$ cat config.mk
export PLATFORM = sky130hd
export DESIGN_NAME = flyadd_synth
export DESIGN_NICKNAME = d
export VERILOG_FILES = /design/src/rtl/flyadd_synth.sv
export SDC_FILE = /design/constraint.sdc
export NUM_CORES = 1
export LEC_CHECK = 0
export ABC_AREA = 0
export BUFFER_PORTS_ARGS = -buffer_cell sky130_fd_sc_hd__buf_4
export CAP_MARGIN = 20
export CORE_UTILIZATION = 55
export DETAILED_ROUTE_END_ITERATION = 8
export PLACE_DENSITY = 0.81
export SLEW_MARGIN = 20
export SYNTH_ARGS = -nofsm -noshare
export SYNTH_HDL_FRONTEND = slang
export SYNTH_SLANG_ARGS = --single-unit
$ cat constraint.sdc
create_clock -name clk -period 3.9 [get_ports clk]
set_input_delay 0.195 -clock clk [delete_from_list [all_inputs] [get_ports clk]]
set_output_delay 0.195 -clock clk [all_outputs]
set_load 0.05 [all_outputs]
$ cat src/rtl/flyadd_synth.sv
module flyadd_synth #(
  parameter int INT_W    = 4,
  parameter int FRAC_W   = 24,
  parameter int M_W      = 8,
  parameter int PH_W     = 3,
  parameter int DEN      = 10_000_000,
  parameter int HAS_FREQ = 1,
  parameter int RST_INT  = 8,
  parameter int RST_M    = 1
) (
  input  logic             clk,
  input  logic             rst_n,
  input  logic             freq_we,
  input  logic [31:0]      freq_wdata,
  input  logic             div_we,
  input  logic [M_W:0]     div_wdata,
  input  logic             pwd_i,
  input  logic             bypass_i,
  input  logic             byp_clk_i,
  output logic             clk_o,
  output logic [PH_W-1:0]  phase_o,
  output logic             err_o
);
  localparam int STEP_W = INT_W + 1;
  localparam int ACC_W  = FRAC_W + 1;

  logic [INT_W-1:0]  int_r;
  logic [FRAC_W-1:0] frac_r;
  logic [M_W-1:0]    m_r, dcnt_r;
  logic [ACC_W-1:0]  acc_r;
  logic [STEP_W-1:0] cnt_r;
  logic [PH_W-1:0]   step_r, phase_r;
  logic              pulse_r, err_r;

  wire [INT_W-1:0]  w_int  = freq_wdata[FRAC_W+INT_W-1:FRAC_W];
  wire [FRAC_W-1:0] w_frac = freq_wdata[FRAC_W-1:0];
  wire [M_W-1:0]    w_m    = div_wdata[M_W-1:0];
  wire spare_unused = ^freq_wdata[30:FRAC_W+INT_W];

  wire ld_f   = (HAS_FREQ != 0) && freq_we && freq_wdata[31];
  wire f_ok   = (w_int != '0) && (32'(w_frac) < 32'(DEN));
  wire ld_m   = div_we && div_wdata[M_W];
  wire m_ok   = w_m != '0;
  wire take_f = ld_f && f_ok;
  wire take_m = ld_m && m_ok;
  wire restart = pwd_i || bypass_i || take_f || take_m;

  wire [INT_W-1:0] nxt_int = take_f ? w_int : int_r;
  wire [ACC_W-1:0] sum     = acc_r + ACC_W'(frac_r);
  wire             carry   = 32'(sum) >= 32'(DEN);
  wire [STEP_W-1:0] nstep  = STEP_W'(int_r) + STEP_W'(carry);
  wire             hit     = cnt_r == STEP_W'(1);
  wire             last_m  = dcnt_r == M_W'(m_r - 1'b1);

  always_ff @(posedge clk or negedge rst_n) begin
    if (!rst_n) begin
      int_r   <= INT_W'(RST_INT);
      frac_r  <= '0;
      m_r     <= M_W'(RST_M);
      err_r   <= 1'b0;
      acc_r   <= '0;
      cnt_r   <= STEP_W'(RST_INT);
      step_r  <= PH_W'(RST_INT);
      dcnt_r  <= '0;
      phase_r <= '0;
      pulse_r <= 1'b0;
    end else begin
      if (take_f) begin
        int_r  <= w_int;
        frac_r <= w_frac;
      end
      if (take_m) m_r <= w_m;
      if (ld_f || ld_m) err_r <= (ld_f && !f_ok) || (ld_m && !m_ok);
      if (restart) begin
        acc_r   <= '0;
        cnt_r   <= STEP_W'(nxt_int);
        step_r  <= PH_W'(nxt_int);
        dcnt_r  <= '0;
        phase_r <= '0;
        pulse_r <= 1'b0;
      end else if (hit) begin
        acc_r   <= carry ? sum - ACC_W'(DEN) : sum;
        cnt_r   <= nstep;
        step_r  <= PH_W'(nstep);
        phase_r <= phase_r + step_r;
        pulse_r <= last_m;
        dcnt_r  <= last_m ? '0 : dcnt_r + 1'b1;
      end else begin
        cnt_r   <= cnt_r - 1'b1;
        pulse_r <= 1'b0;
      end
    end
  end

  assign clk_o   = pwd_i ? 1'b0 : (bypass_i ? byp_clk_i : pulse_r);
  assign phase_o = phase_r;
  assign err_o   = err_r;
endmodule

* Word-level counts from Yosys, hierarchy flattened
Cells that the tools add are included.
Word-level totals: bits in registers 82
Operators by class: reduce and logical (&&, ||, !) cells 17, add/subtract/negate cells 7, eq/ne operators 2, multiplexer cells 17, order comparisons 2
Operators with widths (count):
- two-way mux 25 bit | 3
- adder 25 x 24 -> 25 bit | 1
- greater-or-equal comparator 25 x 24 -> 1 bit, second input constant | 1
- subtractor 25 x 24 -> 25 bit, second input constant | 1
- < comparator 24 bit, second input constant | 1
- two-way mux 8 bit | 3
- two-way mux 3 bit | 4
- two-way mux 5 bit | 2
- adder 8 x 1 -> 8 bit, second input constant | 1
- == test 8 bit | 1
- nonzero test 8 bit | 1
- subtractor 8 x 1 -> 8 bit, second input constant | 1
- logical AND 1 bit | 7
- adder 4 x 1 -> 5 bit | 1
- == test 5 x 1 -> 1 bit, second input constant | 1
- logical OR 1 bit | 5
- subtractor 5 x 1 -> 5 bit, second input constant | 1
- two-way mux 1 bit | 4
- two-way mux 4 bit | 1
- nonzero test 4 bit | 1
- adder 3 bit | 1
- logical NOT 1 bit | 2
- nonzero test 2 bit | 1

* Longest topological paths before layout
Gate-level depths: netlist (run 1).
depth after elaboration 6, gate-level depth with buffers 19, depth with buffers taken out 18

* Worst setup path before layout (run 1)
Ideal clock, no wire load.
kind register to register, start point reg frac_r[4], end point reg cnt_r[2], buffers on the path 2, slack -0.003 ns, data required time 3.766 ns, arrival 3.769 ns, stages on the path, launching flop included 18, clock period less this slack 3.903 ns, path through dfrtp_1 -> ha_1 -> buf_6 -> a21o_4 -> a21o_1 -> or4_1 -> nand3_2 -> ha_1 -> inv_1 -> o2111a_1 -> o311ai_4 -> a32oi_4 -> buf_6 -> ha_1 -> ha_1 -> xor2_1 -> o21ai_0 -> o22ai_1
On the way: word-level cells in the longest chain between the ends 5
Ends and longest elaborated chain:
- start, declared | line 28 | logic [FRAC_W-1:0] frac_r;
- start signal, assigned | line 70 | frac_r <= w_frac;
- adder 25 x 24 -> 25 bit | line 49 | wire [ACC_W-1:0] sum = acc_r + ACC_W'(frac_r);
- greater-or-equal comparator 25 x 24 -> 1 bit | line 50 | wire carry = 32'(sum) >= 32'(DEN);
- adder 4 x 1 -> 5 bit | line 51 | wire [STEP_W-1:0] nstep = STEP_W'(int_r) + STEP_W'(carry);
- two-way mux 5 bit | line 81 | end else if (hit) begin
- two-way mux 5 bit | line 74 | if (restart) begin
- end signal, assigned | line 76 | cnt_r <= STEP_W'(nxt_int);
- end signal, assigned | line 83 | cnt_r <= nstep;
- end signal, assigned | line 89 | cnt_r <= cnt_r - 1'b1;
- end, declared | line 31 | logic [STEP_W-1:0] cnt_r;
No other way between the ends. A chain may end at the register's enable or synchronous reset.

* Worst setup path in the final report (run 1)
start point reg frac_r[0], end point reg cnt_r[2]
Same word-level chain as after synthesis.

==> impl_results.md, run 1 <==
* Crit path buf inv count at 2
* Setup ws final at approximately 0.11 ns
* Post-synthesis average cell area at 9.35 sq um
* FF-to-FF path depth at 17
* Hold Path Sink: m_r[1]
* Final max-slew violation count at 0
* Period utilization at 97.1%
* Chip width at around 110 um
* Initial antenna violation count at 0
* Drt drc at 0
* Critical path fanouts, max at 3
* Antenna Cells at 0
* Final setup viols at 0
* Starting density of the core at 57.6%
* 1st-pass router iterations at 5
* Via/cell ratio at roughly 6.2
* Routed Antenna Nets at 0
* Worst R2R End: cnt_r[2]
* Met1 usage at 35.6%
* Routed WL per cell at between 15 and 20 um
* Post-Syn Nets at 729
* Die Area at approximately 0.011 sq mm
* Slew @ Worst Pin at 0.777 ns
* Critical path class: reg -> reg
* Crit path DAT at between 4 and 5 ns
* Vias in the first global route at about 5200
* PwrDens at slightly above 400 mW/mm^2
* Max Clk Rate at 0.264 GHz
* Core Region at 0.0105 sq mm
* Worst hold-check path type: in -> reg
* GR peak layer: met2
* CTS root buf: clkbuf_8
* Via count at approximately 5300
* Final wirelength at between 10000 and 15000 um
* Initial DRC count at ~360
* Area Overhead vs Synth at 16.2%
* CP max-delay cell: or4_4
* CP cell instances: ha_2 > inv_2 > fa_2 > nor2b_4 > o2111a_1 > or4_4 > nand3_2 > ha_2 > inv_1 > o2111a_2 > o311ai_4 > a32oi_4 > ha_2 > ha_2 > xor2_1 > o21ai_1 > o22ai_1
* Post-DP HPWL at 10800 um
* Critical R2R Launch: frac_r[0]
* Hold Crit Start: div_wdata[1]
* Static Leak at a little over 3 nW
* Post-place setup slack at -0.0247 ns
* Asr flop ratio synth at 100%
* Total GRT Usage at between 20% and 30%
* Placed Instances at 833
* CP peak stage delay at about 0.49 ns
* Data required time of the worst path at just over 4 ns
* Pin count of the biggest net entering global routing at 83
* EDFF count, synth at 0
* Max_slew headroom at between 40% and 50%
* Synth Flop Type: dfrtp_1
* Most frequent CP cell: ha_2
* Sequential Power Share at ~36%
* Clock tree buffer depth at 2
* Hold path cells at 3
* Post-synthesis sequential area ratio at about a third
* Final Hold Vio Count at 0
* Worst IR drop on VDD at about 0.28 mV
* Clock Skew at ~0.014 ns
* Placer Congestion at 0.887
* CP endpoint kind: register
* Run status: completed
* Startpoint types: register
* Synth Cell Area at roughly 0.0061 sq mm
* P_sw at ~1.1 mW
* Clk pwr share at a little under a quarter
* CTS tree: yes
* FF-to-FF setup slack at roughly 0.11 ns
* Combinational power share at 41.3%
* Io pins at 53
* Number of synthesis warnings at 0
* Cell variety after synth at 84
* GRT overflow at 0
* Cells after synthesis at 647
* Sink Count at between 80 and 90
* Post-Route Utilization at 66.9%
* Non-Filler Instances at 852
* Max cap viols at 0
* Total CTS buffers at 9
* Final #Nets at around 800
* Fin crit period at 3.79 ns
* Fraction of layout cells with a size suffix above 1 at 26.8%
* Cell row count at 37
* Worst-Skew Late Latency at around 0.38 ns
* CTS HTree Levels at 3
* Die Ht at about 110 um
* Port bufs at between 40 and 50
* Met3 Use GR at 3.95%
* Global-route wire length before repair at 24700 um
* Synthesized flop and latch total at 82
* CTS clk-pin slew, worst paths at about 0.10 ns
* Switching Fraction at 38.3%
* Met2 Use GR at 46.6%
* Pint at 1.79 mW
* Delay-heaviest family, CP: compound AO/OA/AOI/OAI gates
## tightest hold or removal path, stage by stage
cell and delay, ns:
buf_4 0.08, nand2_1 0.04, o21ai_0 0.06
## cell usage after synthesis (5+ instances only)
| cell | instances | share of area [%] |
|---|---|---|
| and2_1 | 6 | 0.62 |
| a21o_1 | 16 | 2.0 |
| clkbuf_1 | 21 | 1.3 |
| o21ai_0 | 45 | 3.7 |
| xor2_1 | 20 | 2.9 |
| nand3_1 | 20 | 1.7 |
| o211ai_1 | 5 | 0.62 |
| ha_1 | 32 | 6.6 |
| a31oi_1 | 7 | 0.72 |
| inv_1 | 17 | 1.1 |
| nand2b_1 | 5 | 0.52 |
| or3_1 | 10 | 1.0 |
| and4_1 | 8 | 1.2 |
| mux2i_1 | 6 | 0.99 |
| nand2_1 | 56 | 3.5 |
| nand4_1 | 8 | 0.83 |
| nor2b_1 | 5 | 0.52 |
| a211oi_1 | 15 | 1.9 |
| o21a_1 | 5 | 0.62 |
| o22ai_1 | 7 | 0.72 |
| and3_1 | 6 | 0.62 |
| nor3_1 | 21 | 1.7 |
| nor4_1 | 5 | 0.52 |
| xnor2_1 | 13 | 1.9 |
| a21oi_1 | 39 | 3.2 |
| nor3_2 | 7 | 1.2 |
| mux2_2 | 29 | 5.4 |
| dfrtp_1 | 79 | 33 |
| nor2_1 | 37 | 2.3 |
## sequential cells by signal, indices dropped and copies added (netlist names)
register  count
err_o         1
dcnt_r        8
int_r         4
step_r        3
cnt_r         5
acc_r        25
phase_o       3
pulse_r       1
frac_r       24
m_r           8
## cell type report
class                      count  area [sq um]
fill                         812          3470
timing repair buffer          84           637
inverter                      17          63.8
multi-input combinational    517          3900
clock buffer                  10           138
sequential                    82          2060
tap                          136           170
clock inverter                 6          73.8
## routing by layer
layer	vias up	routed length [um]
met5	-	0
met4	0	223
met3	19	616
met2	151	7480
met1	2592	6620
li1	2557	-
## timing repair
action                                  4_1_cts  5_1_grt
hold buffers                                  0        1
pin swaps                                     5       10
gates resized for setup                       6       20
buffers inserted                              0        2
endpoints found under the setup margin        4       24
endpoints found under the hold margin         0       79
## kinds of logic (layout without fill, tap and decap cells)
logic type	after synthesis	in the layout	share of synthesized area, %
simple gates	212	212	19.0
compound gates	202	202	24.7
flops	82	82	34.0
buf+inv	48	117	3.62
mux	36	36	6.64
fa+ha+maj	34	34	7.28
xor+xnor	33	33	4.78
## per-stage QoR
stage | setup TNS [ns] | power [mW] | hold WS [ns] | instance area [sq um]
after floorplan | 0 | 1.86 | -0.101 | 6050
after global placement | 0 | 2.15 | 0.422 | 6690
after detailed placement | -0.0341 | 2.19 | 0.425 | 6690
after CTS | 0 | 2.87 | 0.0278 | 6910
after global routing | -0.0213 | 3.07 | 0.0364 | 7040
final | 0 | 2.91 | 0.0317 | 7040
## power by group through the flow
stage | Clock (mW) | Sequential (mW) | Combinational [mW]
4_1_cts | 0.681 | 1.03 | 1.16
5_1_grt | 0.714 | 1.05 | 1.31
3_3_place_gp | 0 | 1.04 | 1.11
2_1_floorplan | 0 | 1.03 | 0.828
3_5_place_dp | 0 | 1.05 | 1.14
6_report | 0.675 | 1.03 | 1.20
## cell usage in the layout, fill, tap and decap left out, types with 4 or more instances in the layout
cell type / n
buf_4: 82
dfrtp_1: 79
nand2_1: 56
o21ai_0: 44
a21oi_1: 37
nor2_1: 36
mux2_2: 29
ha_1: 27
nand3_1: 20
nor3_1: 20
xor2_1: 19
a21o_1: 16
inv_1: 16
xnor2_1: 13
a211oi_1: 13
or3_1: 10
clkbuf_8: 10
and4_1: 8
nor3_2: 8
nand4_1: 8
a31oi_1: 7
o22ai_1: 7
mux2i_1: 6
and3_1: 6
and2_1: 6
o21a_1: 5
o211ai_1: 5
o21ai_1: 5
nand2b_1: 5
a211oi_2: 4
nor4_1: 4
nor2b_1: 4
a211o_1: 4
ha_2: 4
## worst max-delay path by stage
stage / end / slack [ns] / depth (start not counted) / from
after floorplan: cnt_r[2] / 0.05 / 17 / frac_r[4]
after global placement: step_r[2] / 0.11 / 16 / frac_r[0]
after detailed placement: cnt_r[2] / -0.02 / 17 / frac_r[0]
after CTS: cnt_r[2] / 0.02 / 17 / acc_r[0]
after global routing: cnt_r[1] / -0.01 / 14 / frac_r[6]
final: cnt_r[2] / 0.11 / 17 / frac_r[0]
No activity file was read; power rests on OpenSTA's default activity.
==> run 2: changes to the inputs <==
==> constraint.sdc (replaced) <==
create_clock -name clk -period 3.3 [get_ports clk]
set_input_delay 0.165 -clock clk [delete_from_list [all_inputs] [get_ports clk]]
set_output_delay 0.165 -clock clk [all_outputs]
set_load 0.05 [all_outputs]
==> run 2 against run 1 <==
  * The flow now finishes with violations (negative setup slack)
  * Routed wire length grew 17%
  * Die area is the same
  * Via count grew 10%
  * Non-clock buffer count grew 81
  * Core utilization grew 8.0 points
  * Fmax grew 2.7%
  * Sequential power grew 19%
  * Final cell count grew 9.5%
  * Count of clock-buffer cells in the layout grew 1
  * Critical path depth is the same
  * Clock power grew 28%
  * Power grew 33%
  * Critical path type unchanged
  * Critical endpoint is now cnt_r[1]
  * Largest cell class unchanged
==> impl_results.md, run 2 (same netlist as run 1, synthesis figures left out) <==
* Run status: finished with violations
* Failing checks: negative setup slack
* Final Hold Vio Count at 0 (unchanged)
* FF-to-FF path depth at 17 (unchanged)
* GRT overflow at 0 (unchanged)
* Cell row count at 37 (unchanged)
* PwrDens at 490 mW/mm^2 (+18%)
* Startpoint types: register
* Worst hold-check path type: in -> reg
* Final setup viols at 25 (+25)
* Critical R2R Launch: acc_r[0]
* CP endpoint kind: register
* Hold Crit Start: freq_wdata[5]
* Fin crit period at 3.69 ns (-0.0979 ns)
* CTS HTree Levels at 3 (unchanged)
* Crit path DAT at 3.96 ns (-0.06 ns)
* Biggest register: acc_r
* P_sw at 1.46 mW (+31%)
* Hold path cells at 2 (-1)
* Most frequent cells in the layout: 157 x buf_4, 79 x dfrtp_1, 55 x nand2_1
* Slew @ Worst Pin at 0.783 ns (+0.00576 ns)
* Post-place setup slack at -0.402 ns (-0.378 ns)
* Worst-Skew Late Latency at 0.40 ns (+0.02 ns)
* Critical path class: reg -> reg
* Vias in the first global route at 5835 (+12%)
* Final wirelength at 17500 um (+17%)
* Initial antenna violation count at 0 (unchanged)
* Worst Hold Slack at 0.00755 ns (-0.0242 ns)
* Largest regs: acc_r x25, frac_r x24
* Post-DP HPWL at 12400 um (+15%)
* Total CTS buffers at 9 (unchanged)
* Routed Antenna Nets at 0 (unchanged)
* CTS clk-pin slew, worst paths at 0.09 ns (about the same)
* Port bufs at 49 (unchanged)
* Clock Skew at 0.0122 ns (-0.00210 ns)
* Antenna Cells at 0 (unchanged)
* Fraction of layout cells with a size suffix above 1 at 36.8% (+9.9 points)
* Static Leak at 3.57 nW (+15%)
* Max Clk Rate at 0.271 GHz (+2.7%)
* Final max-slew violation count at 0 (unchanged)
* Clock tree buffer depth at 2 (unchanged)
* Core Region at 0.0105 sq mm (unchanged)
* Pin count of the biggest net entering global routing at 83 (unchanged)
* Via count at 5861 (+10%)
* Critical path fanouts, max at 3 (unchanged)
* CTS root buf: clkbuf_8
* Max_slew headroom at 47.7% (-0.54 points)
* Drt drc at 0 (unchanged)
* Placer Congestion at 1.01 (+13%)
* Switching Fraction at 37.8% (-0.50 points)
* Clk pwr share at 22.4% (-0.8 points)
* Max FFs per register at 25 (unchanged)
* Unrepaired setup endpoints after global routing: true
* Global-route wire length before repair at 28000 um (+13%)
* Die Area at 0.0114 sq mm (unchanged)
* Pint at 2.40 mW (+34%)
* 1st-pass router iterations at 8 (+3)
* Worst R2R End: cnt_r[1]
* Max cap viols at 0 (unchanged)
* Starting density of the core at 57.6% (unchanged)
* Sink Count at 82 (unchanged)
* Total GRT Usage at 31.3% (+3.9 points)
* Data required time of the worst path at 3.57 ns (-0.56 ns)
* CTS tree: yes
* Commonest non-fill, non-tap cell in the layout: buf_4
* Period utilization at 112% (+15 points)
* Io pins at 53 (unchanged)
* Via/cell ratio at 6.28 (+0.62%)
* Sequential Power Share at 31.9% (-3.6 points)
* FF-to-FF setup slack at -0.39 ns (-0.50 ns)
* Setup ws final at -0.389 ns (-0.502 ns)
* Hold Path Sink: frac_r[5]
* Worst IR drop on VDD at 0.323 mV (+14%)
* Final #Nets at 874 (+10%)
* Die Ht at 107 um (unchanged)
* Routed WL per cell at 18.7 um (+6.9%)
* Area Overhead vs Synth at 30.2%
* Chip width at 107 um (unchanged)
* Combinational power share at 45.7% (+4.4 points)
* Initial DRC count at 419 (+18%)
-- run 2: cell types whose count changed in the layout (fill, tap and decap cells not counted), sizes merged --
cell,before,now
buf,83,162
dlygate4sd3,1,3
bufinv,1,2
clkbuf,10,11
clkinv,1,0
clkinvlp,2,1
-- run 2: through the flow --
| stage | cells | total power, mW | utilization (%) | instance area (sq um) | setup TNS (ns) |
|---|---|---|---|---|---|
| 2_1_floorplan | 647 | 2.24 | - | 6130 | -1.75 |
| 3_3_place_gp | 904 | 2.74 | 69.4 | 7300 | -4.08 |
| 3_5_place_dp | 904 | 2.81 | 69.4 | 7300 | -7.69 |
| 4_1_cts | 928 | 3.75 | 73.3 | 7700 | -5.73 |
| 5_1_grt | 933 | 4.05 | 75.0 | 7880 | -9.49 |
| 6_report | 933 | 3.86 | 75.0 | 7880 | -6.41 |
-- run 2: final cells by class --
type	count	area [sq um]
clock buffer	11	141
clock inverter	5	85.1
fill	709	2630
inverter	17	63.8
multi-input combinational	517	4100
sequential	82	2060
tap	136	170
timing repair buffer	165	1260
-- run 2: power by group through the flow --
stage	clock network (mW)	logic (mW)	registers (mW)
floorplan	0	1.02	1.22
global placement	0	1.51	1.24
detailed placement	0	1.56	1.25
CTS	0.867	1.66	1.23
global route	0.912	1.90	1.24
finish	0.863	1.76	1.23
-- run 2: how the worst max path moves through the flow --
stage / start / to / slack (ns) / cells after the start
finish: acc_r[0] / cnt_r[1] / -0.39 / 17
global route: acc_r[0] / cnt_r[1] / -0.52 / 17
CTS: frac_r[0] / cnt_r[2] / -0.30 / 18
detailed placement: frac_r[0] / step_r[2] / -0.40 / 16
global placement: frac_r[0] / cnt_r[1] / -0.24 / 16
floorplan: acc_r[4] / cnt_r[2] / -0.32 / 17
-- run 2: critical path, cell delays in order (launching register included) --
cell	delay (ns)
dfrtp_1	0.36
ha_2	0.19
inv_2	0.04
fa_2	0.36
nor2b_4	0.21
buf_6	0.13
o22ai_4	0.06
xnor2_2	0.15
or3_4	0.42
nor4b_4	0.23
o2111a_2	0.25
o311ai_4	0.10
a32oi_4	0.29
ha_4	0.19
ha_4	0.20
a21oi_4	0.16
o21a_1	0.16
a21oi_1	0.05
-- run 2: what timing repair did --
action,CTS,global route
hold buffers,3,0
pin swaps,13,37
resized for setup,22,28
setup endpoints to repair,25,26
setup buffers,5,8
hold endpoints to repair,3,0
cloned,0,0
-- run 2: per-layer routing --
layer / track usage (%) / routed length [um] / up-vias
li1: - / - / 2721
met1: 38.4 / 7190 / 2870
met2: 54.2 / 8890 / 219
met3: 5.29 / 903 / 51
met4: 13.3 / 514 / 0
met5: 0 / 0 / -
